[config.mk]
export PLATFORM = sky130hd
export DESIGN_NAME = rxq_status_fifo
export DESIGN_NICKNAME = d
export VERILOG_FILES = /design/src/rtl/rxq_pkg.sv /design/src/rtl/rxq_classify.sv /design/src/rtl/rxq_ctrl.sv /design/src/rtl/rxq_store.sv /design/src/rtl/rxq_status_fifo.sv
export SDC_FILE = /design/constraint.sdc
export NUM_CORES = 1
export LEC_CHECK = 0
export ABC_AREA = 1
export CORE_MARGIN = 2
export CORE_UTILIZATION = 41
export CTS_CLUSTER_DIAMETER = 60
export DETAILED_ROUTE_END_ITERATION = 16
export GPL_TIMING_DRIVEN = 0
export SLEW_MARGIN = 20
export SYNTH_ARGS = -nofsm -noshare
export SYNTH_HDL_FRONTEND = slang
export SYNTH_SLANG_ARGS = --single-unit
[constraint.sdc]
create_clock -name clk -period 4.7 [get_ports clk]
set_clock_uncertainty 0.05 [all_clocks]
set_input_delay 0.705 -clock clk [delete_from_list [all_inputs] [get_ports clk]]
set_output_delay 0.705 -clock clk [all_outputs]
set_load 0.01 [all_outputs]
[src/rtl/rxq_pkg.sv]
package rxq_pkg;
  typedef struct packed {
    logic       ovr;
    logic       brk;
    logic       frm;
    logic       par;
    logic [7:0] data;
  } rxq_entry_t;
endpackage

[src/rtl/rxq_classify.sv]
module rxq_classify
  import rxq_pkg::*;
(
  input  logic       valid,
  input  logic [7:0] data,
  input  logic       parity_err,
  input  logic       stop_bit,
  output logic       is_framing,
  output logic       is_break,
  output logic [1:0] n_req,
  output rxq_entry_t tmpl
);
  // framing: first stop bit sampled low
  assign is_framing = valid && !stop_bit;
  // break: framing with an all-zero data field
  assign is_break   = is_framing && (data == 8'h00);
  assign n_req      = !valid ? 2'd0 : (is_break ? 2'd2 : 2'd1);

  always_comb begin
    tmpl      = '0;
    tmpl.data = is_break ? 8'h00 : data;
    tmpl.par  = parity_err;
    tmpl.frm  = is_framing;
    tmpl.brk  = is_break;
    tmpl.ovr  = 1'b0;
  end
endmodule

[src/rtl/rxq_ctrl.sv]
module rxq_ctrl #(
  parameter int unsigned DEPTH = 16,
  localparam int unsigned AW = (DEPTH > 1) ? $clog2(DEPTH) : 1,
  localparam int unsigned CW = $clog2(DEPTH + 1)
) (
  input  logic          clk,
  input  logic          rst_n,
  input  logic [1:0]    n_req,
  input  logic          pop_req,
  output logic [AW-1:0] head_idx,
  output logic [AW-1:0] wr0_idx,
  output logic [AW-1:0] wr1_idx,
  output logic [AW-1:0] last_idx,
  output logic          wr0_en,
  output logic          wr1_en,
  output logic          ovr_on_new,
  output logic          ovr_on_old,
  output logic          ev_pop,
  output logic [CW-1:0] count
);
  logic [AW-1:0] head_q, tail_q;
  logic [CW-1:0] count_q;
  logic [CW-1:0] free_w;
  logic [1:0]    n_acc;
  logic          ev_overrun;

  function automatic logic [AW-1:0] ptr_step(input logic [AW-1:0] p, input int unsigned k);
    int unsigned s;
    s = int'(p) + k;
    if (s >= DEPTH) s = s - DEPTH;
    return AW'(s);
  endfunction

  function automatic logic [AW-1:0] ptr_back(input logic [AW-1:0] p);
    return (p == '0) ? AW'(DEPTH - 1) : p - AW'(1);
  endfunction

  // slots available once the pop of this cycle is applied
  function automatic logic [CW-1:0] slots_free(input logic [CW-1:0] c, input logic pop);
    return CW'(DEPTH) - c + CW'(pop);
  endfunction

  function automatic logic [1:0] accept_n(input logic [1:0] req, input logic [CW-1:0] fr);
    return (CW'(req) > fr) ? fr[1:0] : req;
  endfunction

  assign ev_pop     = pop_req && (count_q != '0);
  assign free_w     = slots_free(count_q, ev_pop);
  assign n_acc      = accept_n(n_req, free_w);
  assign ev_overrun = (CW'(n_req) > free_w);

  assign wr0_en     = (n_acc != 2'd0);
  assign wr1_en     = (n_acc == 2'd2);
  assign wr0_idx    = tail_q;
  assign wr1_idx    = ptr_step(tail_q, 1);
  assign last_idx   = ptr_back(tail_q);
  assign ovr_on_new = ev_overrun && (n_acc != 2'd0);
  assign ovr_on_old = ev_overrun && (n_acc == 2'd0);
  assign head_idx   = head_q;
  assign count      = count_q;

  always_ff @(posedge clk) begin
    if (!rst_n) begin
      head_q  <= '0;
      tail_q  <= '0;
      count_q <= '0;
    end else begin
      if (ev_pop) head_q <= ptr_step(head_q, 1);
      tail_q  <= ptr_step(tail_q, int'(n_acc));
      count_q <= count_q + CW'(n_acc) - CW'(ev_pop);
    end
  end

  // the count never passes the depth
  a_r9_count_bound: assert property (@(posedge clk) disable iff (!rst_n)
    count_q <= CW'(DEPTH));
  // a full queue without pop does not grow or shrink
  a_r5_full_holds: assert property (@(posedge clk) disable iff (!rst_n)
    (count_q == CW'(DEPTH) && !pop_req) |=> count_q == CW'(DEPTH));
  // an empty queue ignores a pop
  a_r8_empty_pop: assert property (@(posedge clk) disable iff (!rst_n)
    (count_q == '0 && pop_req && n_req == 2'd0) |=> count_q == '0);
  // head pointer moves only on a pop
  a_r2_head_moves_on_pop: assert property (@(posedge clk) disable iff (!rst_n)
    !ev_pop |=> $stable(head_q));
  // an overrun with no room marks an already stored entry, so the queue was not empty
  a_r5_old_mark_nonempty: assert property (@(posedge clk) disable iff (!rst_n)
    ovr_on_old |-> count_q != '0);
endmodule

[src/rtl/rxq_store.sv]
module rxq_store
  import rxq_pkg::*;
#(
  parameter int unsigned DEPTH = 16,
  localparam int unsigned AW = (DEPTH > 1) ? $clog2(DEPTH) : 1
) (
  input  logic          clk,
  input  logic          rst_n,
  input  logic          wr0_en,
  input  logic [AW-1:0] wr0_idx,
  input  rxq_entry_t    wr0_entry,
  input  logic          wr1_en,
  input  logic [AW-1:0] wr1_idx,
  input  rxq_entry_t    wr1_entry,
  input  logic          mark_en,
  input  logic [AW-1:0] mark_idx,
  input  logic [AW-1:0] rd_idx,
  output rxq_entry_t    rd_entry
);
  rxq_entry_t mem [DEPTH];

  for (genvar i = 0; i < DEPTH; i++) begin : g_slot
    always_ff @(posedge clk) begin
      if (!rst_n) begin
        mem[i] <= '0;
      end else if (wr0_en && wr0_idx == AW'(i)) begin
        mem[i] <= wr0_entry;
      end else if (wr1_en && wr1_idx == AW'(i)) begin
        mem[i] <= wr1_entry;
      end else if (mark_en && mark_idx == AW'(i)) begin
        mem[i].ovr <= 1'b1;
      end
    end
  end

  assign rd_entry = mem[rd_idx];

  // the two write ports never target one slot
  a_r4_distinct_ports: assert property (@(posedge clk) disable iff (!rst_n)
    (wr0_en && wr1_en) |-> wr0_idx != wr1_idx);
  // a marked entry keeps its data and gains the overrun flag
  a_r5_mark_sticks: assert property (@(posedge clk) disable iff (!rst_n)
    (mark_en && !wr0_en && !wr1_en) |=> mem[$past(mark_idx)].ovr);
endmodule

[src/rtl/rxq_status_fifo.sv]
module rxq_status_fifo
  import rxq_pkg::*;
#(
  parameter int unsigned DEPTH = 16,
  localparam int unsigned AW = (DEPTH > 1) ? $clog2(DEPTH) : 1,
  localparam int unsigned CW = $clog2(DEPTH + 1)
) (
  input  logic          clk,
  input  logic          rst_n,
  input  logic          rx_valid,
  input  logic [7:0]    rx_data,
  input  logic          rx_parity_err,
  input  logic          rx_stop_bit,
  input  logic          rd_pop,
  output logic          head_valid,
  output logic [7:0]    head_data,
  output logic          head_parity,
  output logic          head_framing,
  output logic          head_break,
  output logic          head_overrun,
  output logic [CW-1:0] fill_count
);
  logic          is_framing, is_break;
  logic [1:0]    n_req;
  rxq_entry_t    tmpl, e0, e1, head_e;
  logic [AW-1:0] head_idx, wr0_idx, wr1_idx, last_idx;
  logic          wr0_en, wr1_en, ovr_on_new, ovr_on_old, ev_pop;
  logic [CW-1:0] count;

  rxq_classify u_cls (
    .valid(rx_valid), .data(rx_data), .parity_err(rx_parity_err),
    .stop_bit(rx_stop_bit), .is_framing(is_framing), .is_break(is_break),
    .n_req(n_req), .tmpl(tmpl)
  );

  rxq_ctrl #(.DEPTH(DEPTH)) u_ctrl (
    .clk(clk), .rst_n(rst_n), .n_req(n_req), .pop_req(rd_pop),
    .head_idx(head_idx), .wr0_idx(wr0_idx), .wr1_idx(wr1_idx),
    .last_idx(last_idx), .wr0_en(wr0_en), .wr1_en(wr1_en),
    .ovr_on_new(ovr_on_new), .ovr_on_old(ovr_on_old), .ev_pop(ev_pop),
    .count(count)
  );

  // the overrun lands on whichever accepted entry is newest
  always_comb begin
    e0 = tmpl;
    e1 = tmpl;
    if (ovr_on_new && !wr1_en) e0.ovr = 1'b1;
    if (ovr_on_new &&  wr1_en) e1.ovr = 1'b1;
  end

  rxq_store #(.DEPTH(DEPTH)) u_store (
    .clk(clk), .rst_n(rst_n),
    .wr0_en(wr0_en), .wr0_idx(wr0_idx), .wr0_entry(e0),
    .wr1_en(wr1_en), .wr1_idx(wr1_idx), .wr1_entry(e1),
    .mark_en(ovr_on_old), .mark_idx(last_idx),
    .rd_idx(head_idx), .rd_entry(head_e)
  );

  assign head_valid   = (count != '0);
  assign head_data    = head_e.data;
  assign head_parity  = head_e.par;
  assign head_framing = head_e.frm;
  assign head_break   = head_e.brk;
  assign head_overrun = head_e.ovr;
  assign fill_count   = count;

  // a break with room for two grows the count by two
  a_r4_break_two: assert property (@(posedge clk) disable iff (!rst_n)
    (rx_valid && is_break && !rd_pop && fill_count <= CW'(DEPTH - 2))
    |=> fill_count == $past(fill_count) + CW'(2));
  // an ordinary byte with room and no pop grows the count by one
  a_r2_byte_grows: assert property (@(posedge clk) disable iff (!rst_n)
    (rx_valid && !is_break && !rd_pop && fill_count < CW'(DEPTH))
    |=> fill_count == $past(fill_count) + CW'(1));
  // push with pop while full keeps the queue full
  a_r6_full_swap: assert property (@(posedge clk) disable iff (!rst_n)
    (rx_valid && !is_break && rd_pop && fill_count == CW'(DEPTH))
    |=> fill_count == CW'(DEPTH));
  // break with one free slot fills the queue
  a_r7_break_one_slot: assert property (@(posedge clk) disable iff (!rst_n)
    (rx_valid && is_break && !rd_pop && fill_count == CW'(DEPTH - 1))
    |=> fill_count == CW'(DEPTH));
  // nothing can be read while the queue is empty
  a_r1_pop_empty_quiet: assert property (@(posedge clk) disable iff (!rst_n)
    !head_valid |-> !ev_pop);
endmodule

==> results of run 1 <==
==> flip-flops by register name (all words and copies together), names as in the netlist, named ones only <==
signal	flops
u_ctrl.head_idx	4
u_ctrl.count	5
u_ctrl.wr0_idx	4
u_store.mem	192
==> routing by layer <==
layer / track usage / vias up / share of wire
li1: - / 4177 / -
met1: 0.3376 / 4340 / 0.42
met2: 0.4077 / 445 / 0.47
met3: 0.02993 / 87 / 0.075
met4: 0.09708 / 2 / 0.042
met5: 0 / - / 0.00037
==> worst paths after layout <==
check | startpoint | end | cells after the start
min | u_ctrl.head_idx[2] | u_ctrl.head_idx[2] | 2
max | rx_data[7] | u_store.mem[2][11] | 18
min reg2reg | u_ctrl.head_idx[2] | u_ctrl.head_idx[2] | 2
max reg2reg | u_ctrl.count[2] | u_store.mem[2][11] | 19
==> metrics by stage <==
stage	worst slack [ns]	hold slack (ns)	total power [µW]
after CTS	0.1173	0.4591	6332
after global placement	-0.5808	0.4370	4485
after global routing	0.01365	0.5037	6642
after floorplan	0.8293	0.4097	3716
after detailed placement	-0.6544	0.4506	4517
final	0.3228	0.4519	6341
==> repair_timing <==
item                                    4_1_cts  5_1_grt
hold endpoints to repair                      0        0
resized for setup                             1       10
endpoints found under the setup margin        5       16
pin swaps                                     0        0
buffers inserted                              0        0
==> critical path, cell delays in order <==
cell and delay (ns):
clkdlybuf4s50_1 0.57, inv_2 0.18, nand3_1 0.14, nor2_2 0.12
nand2_2 0.13, inv_2 0.16, clkbuf_4 0.26, ha_1 0.27
nand2_1 0.08, nand3_1 0.09, nor2_2 0.18, nand3_1 0.09
nand2_1 0.22, nand2_4 0.09, buf_6 0.17, nand2_2 0.10
nand3_1 0.57, or2_1 0.46
==> synthesized netlist by cell type, drive strengths merged <==
library cell  count
a21o              1
a21oi           173
a31o              1
and3              1
buf              30
clkbuf           39
clkinv            2
dfxtp            17
edfxtp          192
fa                2
ha               13
inv             158
mux2i            48
nand2           141
nand3            87
nand4            31
nor2             96
nor3              6
o211ai           52
o21ai            64
or2               5
xor2              3
==> kinds of logic after synthesis <==
kind of cell,share of synthesized area
xor+xnor,0.002361
simple gates,0.1598
fa+ha+maj,0.01821
mux,0.04316
flops,0.5484
compound gates,0.1444
buf+inv,0.08361
==> power by group through the flow <==
stage / Clock, µW / Sequential (µW) / Combinational [µW]
3_5_place_dp: 0 / 2380 / 2140
6_report: 1830 / 2340 / 2170
2_1_floorplan: 0 / 2360 / 1360
3_3_place_gp: 0 / 2370 / 2110
4_1_cts: 1840 / 2340 / 2150
5_1_grt: 1920 / 2360 / 2360
==> final cells by class <==
class / count / area share
Sequential cell: 209 / 0.4830
Multi-Input combinational cell: 724 / 0.3242
Timing Repair Buffer: 31 / 0.02494
Buffer: 69 / 0.02643
Tap cell: 341 / 0.03375
Clock buffer: 31 / 0.05127
Clock inverter: 13 / 0.008808
Inverter: 160 / 0.04760
==> metrics.yaml, run 1 <==
final_layout:
  antenna_cells: 0
  fin_util: 0.4717
  instances_no_fill: 1578
  stdcell_area_mm2: 0.01264
  drive_gt1_frac: 0.09216
  ff_latch_area_mm2: 0.006106
  multi_input_area_mm2: 0.004099
  syn2layout_area_growth_pct: 13.55
  final_nets: 1249
  layout_commonest_cell: "edfxtp_1"
  fillCellCount: 2527
  final_cell_mix: "192 x edfxtp_1, 170 x a21oi_1, 143 x inv_1, 124 x nand2_1, 91 x nor2_1"
floorplanning:
  io_pins: 32
  dieArea_mm2: 0.02849
  die_h_um: 168.8
  dieWidth_um: 168.8
  core_mm2: 0.02680
  start_util: 0.4154
  num_rows: 60
place:
  hpwl_mm: 25.52
  dp.cells: 1534
  post_dp_cell_area_mm2: 0.01187
  port-buffer-count: 31
  gp_congestion: 0.9965
yosys:
  synth_area_leaders: "edfxtp_1 52%, a21oi_1 7.6%, inv_1 5.0%, mux2i_1 4.3%, nand2_1 4.2%"
  synth_warnings: 0
  synth_seq_area_share: 0.5484
  ys_types: 37
  synth_area_mm2: 0.01113
  synth_fp_nets: 1191
  synth_top_area_frac: 0.5179
  ys_ff_latch: 209
  synthCells: 1162
  avgSynthCellArea_um2: 9.581
  yosysTopAreaCell: "edfxtp_1"
worst_setup_path:
  crit_type: "in -> reg"
  rrSetupSlack_ns: 0.49
  cp.required_ns: 4.92
  crit_fanout: 12
  crit_arrival_ns: 4.60
  end_kind: "flip-flop"
  crit_path_start_kind: "input pin"
route:
  dr.pass1.iters: 6
  vias_per_cell: 5.736
  drcViolationCount: 0
  vias: 9051
  postRouteAntennaNets: 0
  totalWireLength_mm: 35.06
  wl_per_cell_um: 22.22
  drt_iter0_markers: 1085
sta:
  worst_slew_pin_slew_ns: 1.008
  setup-tns-final_ns: 0
  max_freq_ghz: 0.2285
  slew_headroom: 0.3281
  min_period_ns: 4.377
  setup_violations: 0
  hold_viol_final: 0
  drv_slew: 0
  fin_crit_sh: 0.9313
  rsz0062_at_grt: "no"
global_route:
  gr-total-overflow: 0
  grt_pass1_wl_mm: 53.05
  grt_pass1_vias: 8603
  track_usage: 0.2483
  antenna_found_initial: 1
  grt_max_degree: 13
clock_tree:
  cts_made_buffers: 25
  clk_latency_ns: 0.52
  cts_tree: "built"
  cts_hold_buf: 0
  htree_num_levels: 1
  path_clk_slew_ns: 0.05
  cts.sink_count: 209
  cts_buffer_depth: 3
  clockRootBuffer: "clkbuf_16"
min_path:
  hold_path_class: "reg -> reg"
power_and_ir_drop:
  comb_power_share: 0.342
  p_per_area_mw_per_mm2: 501.6
  p_seq_frac: 0.369
  vdd_ir_drop_max_mv: 0.3393
  p_leak_uw: 0.004982
  p_switching_uw: 2287
  internal-power_uw: 4054
  swShare: 0.3607
  clockPowerShare: 0.289
job:
  maxCapViolations: 0
run_status:
  status: "finished, final reports clean"
Power figures use the tool's default switching activity.
==> inputs of run 2 (changes only) <==
--- a/config.mk
+++ b/config.mk
@@ -6,11 +6,13 @@
 export NUM_CORES = 1
 export LEC_CHECK = 0
 export ABC_AREA = 1
+export CORE_ASPECT_RATIO = 0.8
 export CORE_MARGIN = 2
 export CORE_UTILIZATION = 41
 export CTS_CLUSTER_DIAMETER = 60
 export DETAILED_ROUTE_END_ITERATION = 16
 export GPL_TIMING_DRIVEN = 0
+export PLACE_DENSITY = 0.56
 export SLEW_MARGIN = 20
 export SYNTH_ARGS = -nofsm -noshare
 export SYNTH_HDL_FRONTEND = slang
==> metrics.yaml, run 2 (synthesized netlist as in run 1, its figures left out) <==
final_layout:
  drive_gt1_frac: 0.09128  # was 0.09216
  instances_no_fill: 1595  # was 1578
  antenna_cells: 0  # unchanged
  fin_util: 0.4789  # was 0.4717
  layout_commonest_cell: "edfxtp_1"  # unchanged
  syn2layout_area_growth_pct: 13.81  # was 13.55%
  final_cell_mix: "192 x edfxtp_1, 170 x a21oi_1, 145 x inv_1, 124 x nand2_1, 91 x nor2_1"  # was 192 x edfxtp_1, 170 x a21oi_1, 143 x inv_1, 124 x nand2_1, 91 x nor2_1
  largest-register: "u_store.mem"  # unchanged
  final_nets: 1250  # was 1249
  largest_reg_flops: 192  # unchanged
  fillCellCount: 2540  # was 2527
sta:
  rsz0062_at_grt: "no"  # unchanged
  worst_slack_ns: 0.3965  # was 0.3228 ns
  whs_ns: 0.4751  # was 0.4519 ns
  drv_slew: 0  # unchanged
  slew_headroom: 0.2723  # was 0.3281
  fin_crit_sh: 0.9156  # was 0.9313
  max_freq_ghz: 0.2324  # was 0.2285 GHz
  worst_slew_pin_slew_ns: 1.092  # was 1.008 ns
  hold_viol_final: 0  # unchanged
  setup_violations: 0  # unchanged
  min_period_ns: 4.304  # was 4.377 ns
worst_setup_path:
  worst-path-stages: 24  # was 18
  crit_fanout: 10  # was 12
  cp.required_ns: 5.11  # was 4.92 ns
  crit_end: "u_ctrl.count[4]"  # was u_store.mem[2][11]
  timing.rr.start: "u_ctrl.count[2]"  # unchanged
  crit_arrival_ns: 4.71  # was 4.60 ns
  crit_path_start_kind: "input pin"  # unchanged
  crit_family: "simple AND/OR/NAND/NOR gates"  # unchanged
  crit_start: "rx_valid"  # was rx_data[7]
  crit_type: "in -> reg"  # unchanged
  rr_endpoint: "u_ctrl.count[4]"  # was u_store.mem[2][11]
  crit_buf_inv: 7  # was 5
  crit_chain: "clkdlybuf4s50_1 > inv_1 > or2_4 > nor2_2 > nand2_2 > inv_2 > buf_4 > ha_1 > nand2_1 > nand3_1 > nor2_2 > nand3_1 > nand2_4 > buf_6 > inv_1 > ha_1 > fa_1 > nand2_1 > inv_1 > nor2_1 > nor2_1 > nor2_1 > o21ai_0 > a21oi_1"  # was clkdlybuf4s50_1 > inv_2 > nand3_1 > nor2_2 > nand2_2 > inv_2 > clkbuf_4 > ha_1 > nand2_1 > nand3_1 > nor2_2 > nand3_1 > nand2_1 > nand2_4 > buf_6 > nand2_2 > nand3_1 > or2_1
  rrSetupSlack_ns: 0.50  # was 0.49 ns
  end_kind: "flip-flop"  # unchanged
  max_stage_delay_ns: 0.53  # was 0.57 ns
  reg2reg_depth: 26  # was 19
  cp_slowest_cell: "clkdlybuf4s50_1"  # unchanged
min_path:
  hold_path_class: "reg -> reg"  # unchanged
run_status:
  status: "finished, final reports clean"  # unchanged
power_and_ir_drop:
  internal-power_uw: 4012  # was 4054 µW
  p_leak_uw: 0.005008  # was 0.004982 µW
  p_per_area_mw_per_mm2: 502.3  # was 501.6 mW/mm²
  p_seq_frac: 0.367  # was 0.369
  clockPowerShare: 0.285  # was 0.289
  vdd_ir_drop_max_mv: 0.2437  # was 0.3393 mV
  p_switching_uw: 2352  # was 2287 µW
  swShare: 0.3696  # was 0.3607
  comb_power_share: 0.347  # was 0.342
route:
  dr.pass1.iters: 5  # was 6
  totalWireLength_mm: 38.16  # was 35.06 mm
  drt_iter0_markers: 1159  # was 1085
  vias_per_cell: 5.811  # was 5.736
  postRouteAntennaNets: 0  # unchanged
  drcViolationCount: 0  # unchanged
  vias: 9269  # was 9051
  wl_per_cell_um: 23.93  # was 22.22 µm
place:
  pre_cts_ws_ns: -0.8431  # was -0.6544 ns
  hpwl_mm: 27.22  # was 25.52 mm
  port-buffer-count: 31  # unchanged
  gp_congestion: 0.9768  # was 0.9965
  dp.cells: 1550  # was 1534
global_route:
  gr-total-overflow: 0  # unchanged
  grt_pass1_wl_mm: 56.57  # was 53.05 mm
  grt_pass1_vias: 8847  # was 8603
  grt_max_degree: 14  # was 13
  track_usage: 0.2721  # was 0.2483
  antenna_found_initial: 0  # was 1
floorplanning:
  io_pins: 32  # unchanged
  dieArea_mm2: 0.02850  # was 0.02849 mm²
  dieWidth_um: 188.2  # was 168.8 µm
  start_util: 0.4208  # was 0.4154
  num_rows: 53  # was 60
  die_h_um: 151.4  # was 168.8 µm
  core_mm2: 0.02646  # was 0.02680 mm²
clock_tree:
  cts_buffer_depth: 3  # unchanged
  cts_made_buffers: 24  # was 25
  cts.sink_count: 209  # unchanged
  clk_latency_ns: 0.53  # was 0.52 ns
  cts_tree: "built"  # unchanged
  cts_hold_buf: 0  # unchanged
  path_clk_slew_ns: 0.06  # was 0.05 ns
  clockRootBuffer: "clkbuf_16"  # unchanged
  htree_num_levels: 1  # unchanged
job:
  maxCapViolations: 0  # unchanged
==> run 2: metrics by stage <==
stage	setup TNS, ns	cell area, µm²	power, µW
6_report	0	12670	6365
5_1_grt	0	12670	6632
4_1_cts	0	12630	6319
3_5_place_dp	-146.63	11890	4523
3_3_place_gp	-148.19	11890	4508
2_1_floorplan	0	11130	3716
==> run 2: cell type report <==
| class | instances | area (µm²) | share of cell area |
|---|---|---|---|
| clock buffers | 34 | 659.4 | 0.05204 |
| repair buffers | 33 | 340.3 | 0.02686 |
| plain buffers | 69 | 332.8 | 0.02627 |
| clock inverters | 9 | 76.32 | 0.006024 |
| well taps | 357 | 446.7 | 0.03525 |
| multi-input cells | 724 | 4099 | 0.3235 |
| inverters | 160 | 608.1 | 0.04799 |
| flip-flops and latches | 209 | 6108 | 0.4821 |
==> run 2: worst min-delay path by stage <==
stage | startpoint | to | cells after the start
after global placement | u_ctrl.head_idx[2] | u_ctrl.head_idx[2] | 2
after CTS | u_ctrl.head_idx[2] | u_ctrl.head_idx[2] | 2
after global routing | u_ctrl.head_idx[2] | flip-flop | 2
after floorplan | u_ctrl.head_idx[2] | flip-flop | 2
after detailed placement | u_ctrl.head_idx[2] | u_ctrl.head_idx[2] | 2
final | u_ctrl.head_idx[2] | u_ctrl.head_idx[2] | 2
==> run 2: worst min-delay path, stage by stage (launching register included) <==
cell,delay (ns)
dfxtp_1,0.34
inv_1,0.06
a21oi_1,0.07
==> run 2: layer usage <==
metal,vias to the layer above,GRT usage,part of all wire
li1,4178,-,-
met1,4509,0.4032,0.45
met2,503,0.3969,0.41
met3,79,0.05422,0.11
met4,0,0.09134,0.030
met5,-,0,0
==> run 2: what timing repair did <==
item | 4_1_cts | 5_1_grt
resized for setup | 2 | 14
setup endpoints to repair | 71 | 4
buffers inserted | 0 | 2
pin swaps | 0 | 0
==> run 2: power groups by stage <==
| stage | logic, µW | registers [µW] | clock network [µW] |
|---|---|---|---|
| after floorplan | 1360 | 2360 | 0 |
| after global placement | 2140 | 2370 | 0 |
| after detailed placement | 2150 | 2380 | 0 |
| after CTS | 2160 | 2340 | 1820 |
| after global routing | 2380 | 2360 | 1890 |
| final | 2210 | 2340 | 1820 |
==> inputs of run 3 (changes only) <==
--- a/config.mk
+++ b/config.mk
@@ -6,6 +6,7 @@
 export NUM_CORES = 1
 export LEC_CHECK = 0
 export ABC_AREA = 1
+export CAP_MARGIN = 10
 export CORE_ASPECT_RATIO = 0.8
 export CORE_MARGIN = 2
 export CORE_UTILIZATION = 41
==> results of run 3 <==
The final DEF is identical to that of run 2; final timing and power are the same.
